## src/rtl/bsc_chain.sv

```systemverilog
module bsc_chain #(
  parameter int N_CELLS = 8
) (
  input  logic               tck,
  input  logic               rst_n,
  input  logic               tdi,
  input  logic               shift,
  input  logic               capture,
  input  logic               update,
  input  logic               mode,
  input  logic [N_CELLS-1:0] par_in,
  output logic [N_CELLS-1:0] par_out,
  output logic               tdo
);

  logic [N_CELLS-1:0] cap_q;
  logic [N_CELLS-1:0] upd_q;
  logic [N_CELLS:0]   sin;

  assign sin[0] = tdi;

  for (genvar i = 0; i < N_CELLS; i++) begin : g_cell
    logic c_q;
    logic u_q;

    always_ff @(posedge tck or negedge rst_n) begin
      if (!rst_n)       c_q <= 1'b0;
      else if (shift)   c_q <= sin[i];
      else if (capture) c_q <= par_in[i];
    end

    always_ff @(negedge tck or negedge rst_n) begin
      if (!rst_n)      u_q <= 1'b0;
      else if (update) u_q <= c_q;
    end

    assign cap_q[i]   = c_q;
    assign upd_q[i]   = u_q;
    assign sin[i+1]   = c_q;
    assign par_out[i] = mode ? u_q : par_in[i];
  end

  assign tdo = sin[N_CELLS];

endmodule

```

## config.mk

```make
export PLATFORM = sky130hd
export DESIGN_NAME = bsc_chain
export DESIGN_NICKNAME = d
export VERILOG_FILES = /design/src/rtl/bsc_chain.sv
export SDC_FILE = /design/constraint.sdc
export NUM_CORES = 1
export LEC_CHECK = 0
export CORE_ASPECT_RATIO = 1.25
export CORE_MARGIN = 1.5
export CORE_UTILIZATION = 40
export CTS_BUF_LIST = sky130_fd_sc_hd__clkbuf_8
export CTS_CLUSTER_SIZE = 8
export DETAILED_ROUTE_END_ITERATION = 10
export PLACE_DENSITY = 0.69
export SLEW_MARGIN = 5
export SYNTH_ARGS = -nofsm -noshare
export SYNTH_HDL_FRONTEND = slang
export SYNTH_SLANG_ARGS = --single-unit
```

## constraint.sdc

```tcl
create_clock -name tck -period 0.9 [get_ports tck]
set_input_delay 0.18 -clock tck [delete_from_list [all_inputs] [get_ports tck]]
set_output_delay 0.18 -clock tck [all_outputs]
set_load 0.02 [all_outputs]
```

[After elaboration in Yosys (flattened, before gate mapping)]
Index checks and enable logic that the tools add are counted.
Word-level totals
  bits in registers: 16
  bits in latches: 0
  memory bits (writable): 0
  ROM bits: 0
  output and inout port bits: 9
  logic and storage cells: 41
  memories: 0
Cells by class
  add/subtract/negate cells: 0
  multipliers: 0
  divide/modulo/power cells: 0
  order comparisons: 0
  equality and inequality tests: 0
  shift-type cells: 0
  mux-type cells: 24
  bitwise gates (word level): 0
  reduce and logical (&&, ||, !) cells: 1
Operators by type and width (count)
  2-to-1 mux 1 bit: 24
  nonzero test 2 bit: 1

[Logic depth before layout (Yosys ltp)]
Gate-level depths: netlist of run 1.
  depth after elaboration: 2
  mapped depth: 3
  depth with buffers taken out: 2

==> flow_summary.ini, run 1 <==
[worst_setup_path]
cpLargestDelayFamily = flip-flops
cpPeakStageDelay_ns = 0.36
reg2reg_from = tdo
r2r_setup_slack_ns = -0.36
cp_max_fo = 2
crit_chain = mux2_4 > buf_6
r2r_cells = 1
path_class = flop to output pin
crit_path_top_delay_cell = dfrtn_1
rr_endpoint = g_cell[7].u_q
crit_path_start_kind = flop
critPathRequiredTime_ns = 0.72
crit_arrival_ns = 1.48
cp_num_buf_inv = 1
end_kind = output pin

[logic_synthesis]
synth_area_sq_um = 836
yosys_register_bits = 16
syn_inst = 60
seq_area_frac_synth = 0.479
yosys_warnings = 0
avgSynthCellArea_sq_um = 13.9
yosysUniqueCellTypes = 7
syn_nets = 75

[sta]
timing.final.ws_setup_ns = -0.759
rsz0062_at_grt = true
maxSlewViolCount = 0
relSlewSlack = 0.898
tightest_slew_ns = 0.151
hold_viol = 0
setup_viol = 20
setup_tns_ns = -8.76
fin_skew_ns = 0.0156
timing.hold.ws_ns = 0.252

[clock_tree]
clk_pin_slew_ns = 0.07
clock-sinks = 16
hold_buffers = 0
worstSkewPairLatency_ns = 0.27
htreeDepth = 1
cts_buffers = 3
cts_buffer_depth = 2
cts_tree = built
root_buffer = clkbuf_8

[route]
viasPerCell = 4.84
route.detailed.drc = 0
drtIter0Drc = 9
totalWireLength_um = 1870
wl_per_cell_um = 13.9
routed-via-count = 649
first_pass_iters = 4
ant_nets = 0

[cells_and_area]
antenna_cells = 0
instances_no_fill = 134
final_nets = 130
filler_cell_count = 146
syn_to_final_growth_pct = 67.7
fin_area_sq_mm = 0.00140
drive_gt1_frac = 0.544

[global_routing]
grt_pass1_wl_um = 3070
grt_remaining_overflow = 0
first_global_vias = 646
antenna_found_initial = 0
grt_usage = 0.185
grt_max_degree = 17

[floorplan]
rows = 18
core-area_sq_mm = 0.00198
die_h_um = 54.1
dieArea_sq_mm = 0.00237
pin_count = 24
initial_core_util = 0.422
die_w_um = 43.9

[place]
placed_area_sq_mm = 0.00123
io_buffers = 23
place_inst = 119
detailed_place_hpwl_um = 1320
place_congestion = 0.752

[flow_run]
drv_cap = 0

[power_and_ir_drop]
powerDensity_mw_per_mm2 = 1690
p_leak_nw = 0.709
max-vdd-ir-drop_mv = 1.33

[hold_path]
hp-class = input pin to asynchronous set/reset pin

[outcome]
run_status = complete, but fails checks
violations = setup timing
report_power, final:
group          internal (W)  leakage [nW]  switching, W  total (W)
registers          0.000830         0.196     0.0000611   0.000891
logic              0.000546         0.484      0.000279   0.000825
clock network      0.000389        0.0288      0.000267   0.000656
total               0.00177         0.709      0.000607    0.00237
through the flow:
step / util / setup slack (ns) / total power (W)
final: 0.707 / -0.759 / 0.00237
after global routing: 0.707 / -0.769 / 0.00247
after CTS: 0.677 / -0.762 / 0.00232
after detailed placement: 0.623 / -0.960 / 0.00159
after global placement: 0.623 / -0.951 / 0.00157
after floorplan: - / -0.407 / 0.00124
repair_timing:
action	4_1_cts	5_1_grt
pin swaps	1	1
setup endpoints to repair	25	18
buffers inserted	6	7
gates resized for setup	57	5
layout make-up:
cell class | count | area (sq um) | share of cell area
Tap cell | 20 | 25.0 | 0.0179
Multi-Input combinational cell | 40 | 394 | 0.281
Timing Repair Buffer | 54 | 526 | 0.375
Sequential cell | 16 | 402 | 0.287
Clock buffer | 4 | 55.1 | 0.0393
sequential cells by signal, summed over array words and instances (netlist names):
name	cells
g_cell.u_q	8
g_cell.c_q	7
tdo	1
logic make-up after synthesis:
group | synth area share
compound gates | 0.0479
buf+inv | 0.0539
flops | 0.479
mux | 0.383
simple gates | 0.0359
metal layers:
metal / GRT usage / routed length [um] / vias up / share of wire
met5: 0 / 0 / - / 0
met4: 0.106 / 31 / 0 / 0.017
met3: 0.0302 / 42 / 4 / 0.023
met2: 0.301 / 978 / 10 / 0.52
met1: 0.229 / 813 / 317 / 0.44
li1: - / - / 318 / -
synth_stat cells, drive strengths merged:
library cell  count  area share
buf               4       0.054
dfrtn             8        0.24
dfrtp             8        0.24
mux2             16        0.29
mux2i             8       0.096
nand2             8       0.036
o21ai             8       0.048
layout by cell type, fill, tap and decap left out, drive strengths merged:
master | synthesis | final
clkdlybuf4s50 | 0 | 12
dfrtp | 8 | 8
clkbuf | 0 | 4
mux2i | 8 | 8
clkdlybuf4s15 | 0 | 1
o21ai | 8 | 8
buf | 4 | 40
nand2 | 8 | 8
dfrtn | 8 | 8
mux2 | 16 | 16
dlygate4sd2 | 0 | 1
worst max-delay path by stage:
stage	start	to	slack [ns]	depth (start not counted)
2_1_floorplan	tdo	g_cell[7].u_q	-0.41	1
3_3_place_gp	mode	par_out[2]	-0.95	4
3_5_place_dp	mode	par_out[2]	-0.96	4
4_1_cts	g_cell[4].u_q	par_out[4]	-0.76	2
5_1_grt	g_cell[1].u_q	par_out[1]	-0.77	2
6_report	g_cell[4].u_q	par_out[4]	-0.76	2
(Power assumes the default switching activity.)
==> inputs of run 2 (changes only) <==
--- a/config.mk
+++ b/config.mk
@@ -12,6 +12,7 @@
 export CTS_CLUSTER_SIZE = 8
 export DETAILED_ROUTE_END_ITERATION = 10
 export PLACE_DENSITY = 0.69
+export SKIP_LAST_GASP = 1
 export SLEW_MARGIN = 5
 export SYNTH_ARGS = -nofsm -noshare
 export SYNTH_HDL_FRONTEND = slang
==> flow_summary.ini, run 2 (synthesis results as in run 1) <==
[power_and_ir_drop]
power_w = 0.00237
max-vdd-ir-drop_mv = 1.33
p_leak_nw = 0.709
powerDensity_mw_per_mm2 = 1690

[cells_and_area]
final_nets = 130
filler_cell_count = 146
syn_to_final_growth_pct = 67.7
instances_no_fill = 134
regMostFlops = g_cell.u_q
drive_gt1_frac = 0.544
layout_common_cells = buf_4, mux2_4, buf_6
fin_area_sq_mm = 0.00140
antenna_cells = 0
fin_util = 0.707
layout_commonest_cell = buf_4
largest_register_ffs = 8

[global_routing]
grt_remaining_overflow = 0
grt_pass1_wl_um = 3070
antenna_found_initial = 0
first_global_vias = 646
grt_max_degree = 17
grt_usage = 0.185

[floorplan]
pin_count = 24
dieArea_sq_mm = 0.00237
die_w_um = 43.9
core-area_sq_mm = 0.00198
rows = 18
initial_core_util = 0.422
die_h_um = 54.1

[place]
place_congestion = 0.752
detailed_place_hpwl_um = 1320
place_inst = 119
place_ws_ns = -0.960
placed_area_sq_mm = 0.00123
io_buffers = 23

[sta]
timing.final.ws_setup_ns = -0.759
maxSlewViolCount = 0
relSlewSlack = 0.898
setup_viol = 20
tightest_slew_ns = 0.151
hold_viol = 0
rsz0062_at_grt = true
fin_skew_ns = 0.0156

[clock_tree]
hold_buffers = 0
worstSkewPairLatency_ns = 0.27
cts_tree = built
root_buffer = clkbuf_8
cts_buffers = 3
clock-sinks = 16
cts_buffer_depth = 2
clk_pin_slew_ns = 0.07
htreeDepth = 1

[hold_path]
hp-class = input pin to asynchronous set/reset pin

[route]
route.detailed.drc = 0
totalWireLength_um = 1870
wl_per_cell_um = 13.9
routed-via-count = 649
viasPerCell = 4.84
ant_nets = 0
drtIter0Drc = 9
first_pass_iters = 4

[outcome]
violations = setup timing
run_status = complete, but fails checks

[worst_setup_path]
cp_max_fo = 2
critPathRequiredTime_ns = 0.72
path_class = flop to output pin
crit_path_start_kind = flop
end_kind = output pin
crit_arrival_ns = 1.48

[flow_run]
drv_cap = 0
[run 2: critical path, stage by stage, from the launching register on]
cell and delay, ns:
dfrtn_1 0.36, mux2_4 0.27, buf_6 0.13
[run 2: worst paths after layout]
kind / depth (start not counted) / start / slack [ns] / end
worst max-delay path: 2 / g_cell[4].u_q / -0.76 / par_out[4]
worst min register to register: 1 / g_cell[0].u_q / 0.46 / g_cell[0].u_q
max in group asynchronous: 2 / rst_n / 0.17 / g_cell[1].u_q
worst min-delay path: 2 / rst_n / 0.25 / g_cell[4].c_q
min in group tck: 1 / g_cell[0].u_q / 0.46 / g_cell[0].u_q
worst max register to register: 1 / tdo / -0.36 / g_cell[7].u_q
[run 2: timing repair]
action / in CTS / in global routing
endpoints found under the hold margin: 0 / 0
setup buffers: 6 / 7
pin swaps: 1 / 1
gates resized for setup: 57 / 5
endpoints found under the setup margin: 25 / 18
[run 2: cell type report]
type                    count  area, sq um  share of cell area
repair buffers             54          526               0.375
flip-flops and latches     16          402               0.287
multi-input cells          40          394               0.281
clock buffers               4         55.1              0.0393
well taps                  20         25.0              0.0179
[run 2: layer usage]
| metal | routed length (um) | vias to the layer above | global-route usage |
|---|---|---|---|
| li1 | - | 318 | - |
| met5 | 0 | - | 0 |
| met3 | 42 | 4 | 0.0302 |
| met1 | 813 | 317 | 0.229 |
| met2 | 978 | 10 | 0.301 |
| met4 | 31 | 0 | 0.106 |
[run 2: per-stage QoR]
step	TNS, ns	hold WS (ns)
final	-8.76	0.252
after global routing	-9.25	0.279
after detailed placement	-18.16	0.464
after global placement	-17.87	0.457
after floorplan	-5.37	-0.116
after CTS	-8.70	0.253
[run 2: where the power goes]
group	internal (W)	total (W)	switching, W
Combinational	0.000546	0.000825	0.000279
Sequential	0.000830	0.000891	0.0000611
Clock	0.000389	0.000656	0.000267
Total	0.00177	0.00237	0.000607
==> inputs of run 3 (changes only) <==
--- a/config.mk
+++ b/config.mk
@@ -12,6 +12,7 @@
 export CTS_CLUSTER_SIZE = 8
 export DETAILED_ROUTE_END_ITERATION = 10
 export PLACE_DENSITY = 0.69
+export SETUP_SLACK_MARGIN = 0.1
 export SKIP_LAST_GASP = 1
 export SLEW_MARGIN = 5
 export SYNTH_ARGS = -nofsm -noshare
==> constraint.sdc (replaced) <==
create_clock -name tck -period 0.9 [get_ports tck]
set_input_delay 0.18 -clock tck [delete_from_list [all_inputs] [get_ports tck]]
set_output_delay 0.18 -clock tck [all_outputs]
set_load 0.05 [all_outputs]
==> flow_summary.ini, run 3 (synthesis results as in run 1) <==
[floorplan]
die_h_um = 54.1
rows = 18
core-area_sq_mm = 0.00198
dieArea_sq_mm = 0.00237
initial_core_util = 0.422
die_w_um = 43.9
pin_count = 24

[route]
drtIter0Drc = 3
first_pass_iters = 4
ant_nets = 0
wl_per_cell_um = 14.6
totalWireLength_um = 1940
route.detailed.drc = 0
routed-via-count = 646
viasPerCell = 4.86

[sta]
fin_skew_ns = 0.0223
maxSlewViolCount = 0
timing.hold.ws_ns = 0.256
tightest_slew_ns = 0.193
hold_viol = 0
setup_viol = 18
relSlewSlack = 0.869
setup_tns_ns = -8.95
rsz0062_at_grt = true
timing.final.ws_setup_ns = -0.781

[global_routing]
grt_usage = 0.175
first_global_vias = 648
grt_remaining_overflow = 0
grt_max_degree = 17
grt_pass1_wl_um = 3010
antenna_found_initial = 0

[clock_tree]
cts_buffer_depth = 2
cts_buffers = 3
htreeDepth = 1
clk_pin_slew_ns = 0.07
worstSkewPairLatency_ns = 0.26
root_buffer = clkbuf_8
clock-sinks = 16
cts_tree = built

[power_and_ir_drop]
pwr-share-seq = 0.353
internal-power_w = 0.00181
share_clk_of_total_power = 0.248
combinationalPowerShare = 0.399
p_leak_nw = 0.716
powerDensity_mw_per_mm2 = 1760
max-vdd-ir-drop_mv = 1.37
power_w = 0.00254
power.switching_w = 0.000733
netSwitchingFraction = 0.289

[cells_and_area]
largest_register_ffs = 8
layout_commonest_cell = buf_4
drive_gt1_frac = 0.558
final_nets = 129
layout_common_cells = buf_4, mux2_4, clkdlybuf4s50_1, buf_6
antenna_cells = 0
syn_to_final_growth_pct = 72.3
fin_util = 0.727
regMostFlops = g_cell.u_q

[place]
detailed_place_hpwl_um = 1350
place_congestion = 0.711
io_buffers = 23

[worst_setup_path]
end_kind = output pin
crit_arrival_ns = 1.50
crit_path_start_kind = flop
crit_cells = 2
path_class = flop to output pin
cpLargestDelayFamily = flip-flops
r2r_setup_slack_ns = -0.35
cp_max_fo = 2
r2r_cells = 1
reg2reg_from = g_cell[2].c_q
critPathRequiredTime_ns = 0.72
crit_path_top_delay_cell = dfrtn_1
cpPeakStageDelay_ns = 0.35
critPathLaunch = g_cell[0].u_q
cp_num_buf_inv = 1
crit_chain = mux2_4 > buf_8

[outcome]
violations = setup timing
run_status = complete, but fails checks

[flow_run]
drv_cap = 0

[hold_path]
hp-class = input pin to asynchronous set/reset pin
## run 3: changes by cell type in the layout (fill, tap and decap cells not counted), sizes merged
cell,change
buf,-1
clkdlybuf4s15,-1
dlygate4sd2,+1
## run 3: metrics by stage
stage	worst slack, ns	area, sq um	std cells
after floorplan	-0.493	837	60
after global placement	-0.836	1250	123
after detailed placement	-0.851	1250	123
after CTS	-0.774	1390	131
after global routing	-0.802	1440	133
final	-0.781	1440	133
## run 3: power groups by stage
stage | Combinational (W) | Clock, W | Sequential, W
detailed placement | 0.000851 | 0 | 0.000900
global placement | 0.000838 | 0 | 0.000897
CTS | 0.000962 | 0.000647 | 0.000890
global route | 0.00107 | 0.000684 | 0.000905
finish | 0.00101 | 0.000631 | 0.000895
floorplan | 0.000462 | 0 | 0.000912
## run 3: final cells by class
cell class | instances | area, sq um
Timing Repair Buffer | 53 | 548
Fill cell | 137 | 542
Multi-Input combinational cell | 40 | 410
Sequential cell | 16 | 402
Clock buffer | 4 | 55.1
Tap cell | 20 | 25.0
## run 3: repair_timing
action / in CTS / in global routing
hold buffers: 0 / 0
endpoints found under the setup margin: 25 / 25
gates resized for setup: 17 / 8
pin swaps: 2 / 4
setup buffers: 6 / 4
## run 3: final timing paths
path | endpoint
max in group asynchronous | g_cell[6].u_q
worst min register to register | g_cell[3].u_q
worst max register to register | g_cell[2].u_q
worst max-delay path | par_out[0]
worst min-delay path | g_cell[0].c_q
min in group tck | g_cell[3].u_q
## run 3: routing by layer
metal  routed length [um]  vias to the layer above  track usage
met4                   10                        0       0.0606
met5                    0                        -            0
met1                  834                      318        0.242
met2                 1050                       10        0.289
li1                     -                      316            -
met3                   48                        2       0.0134
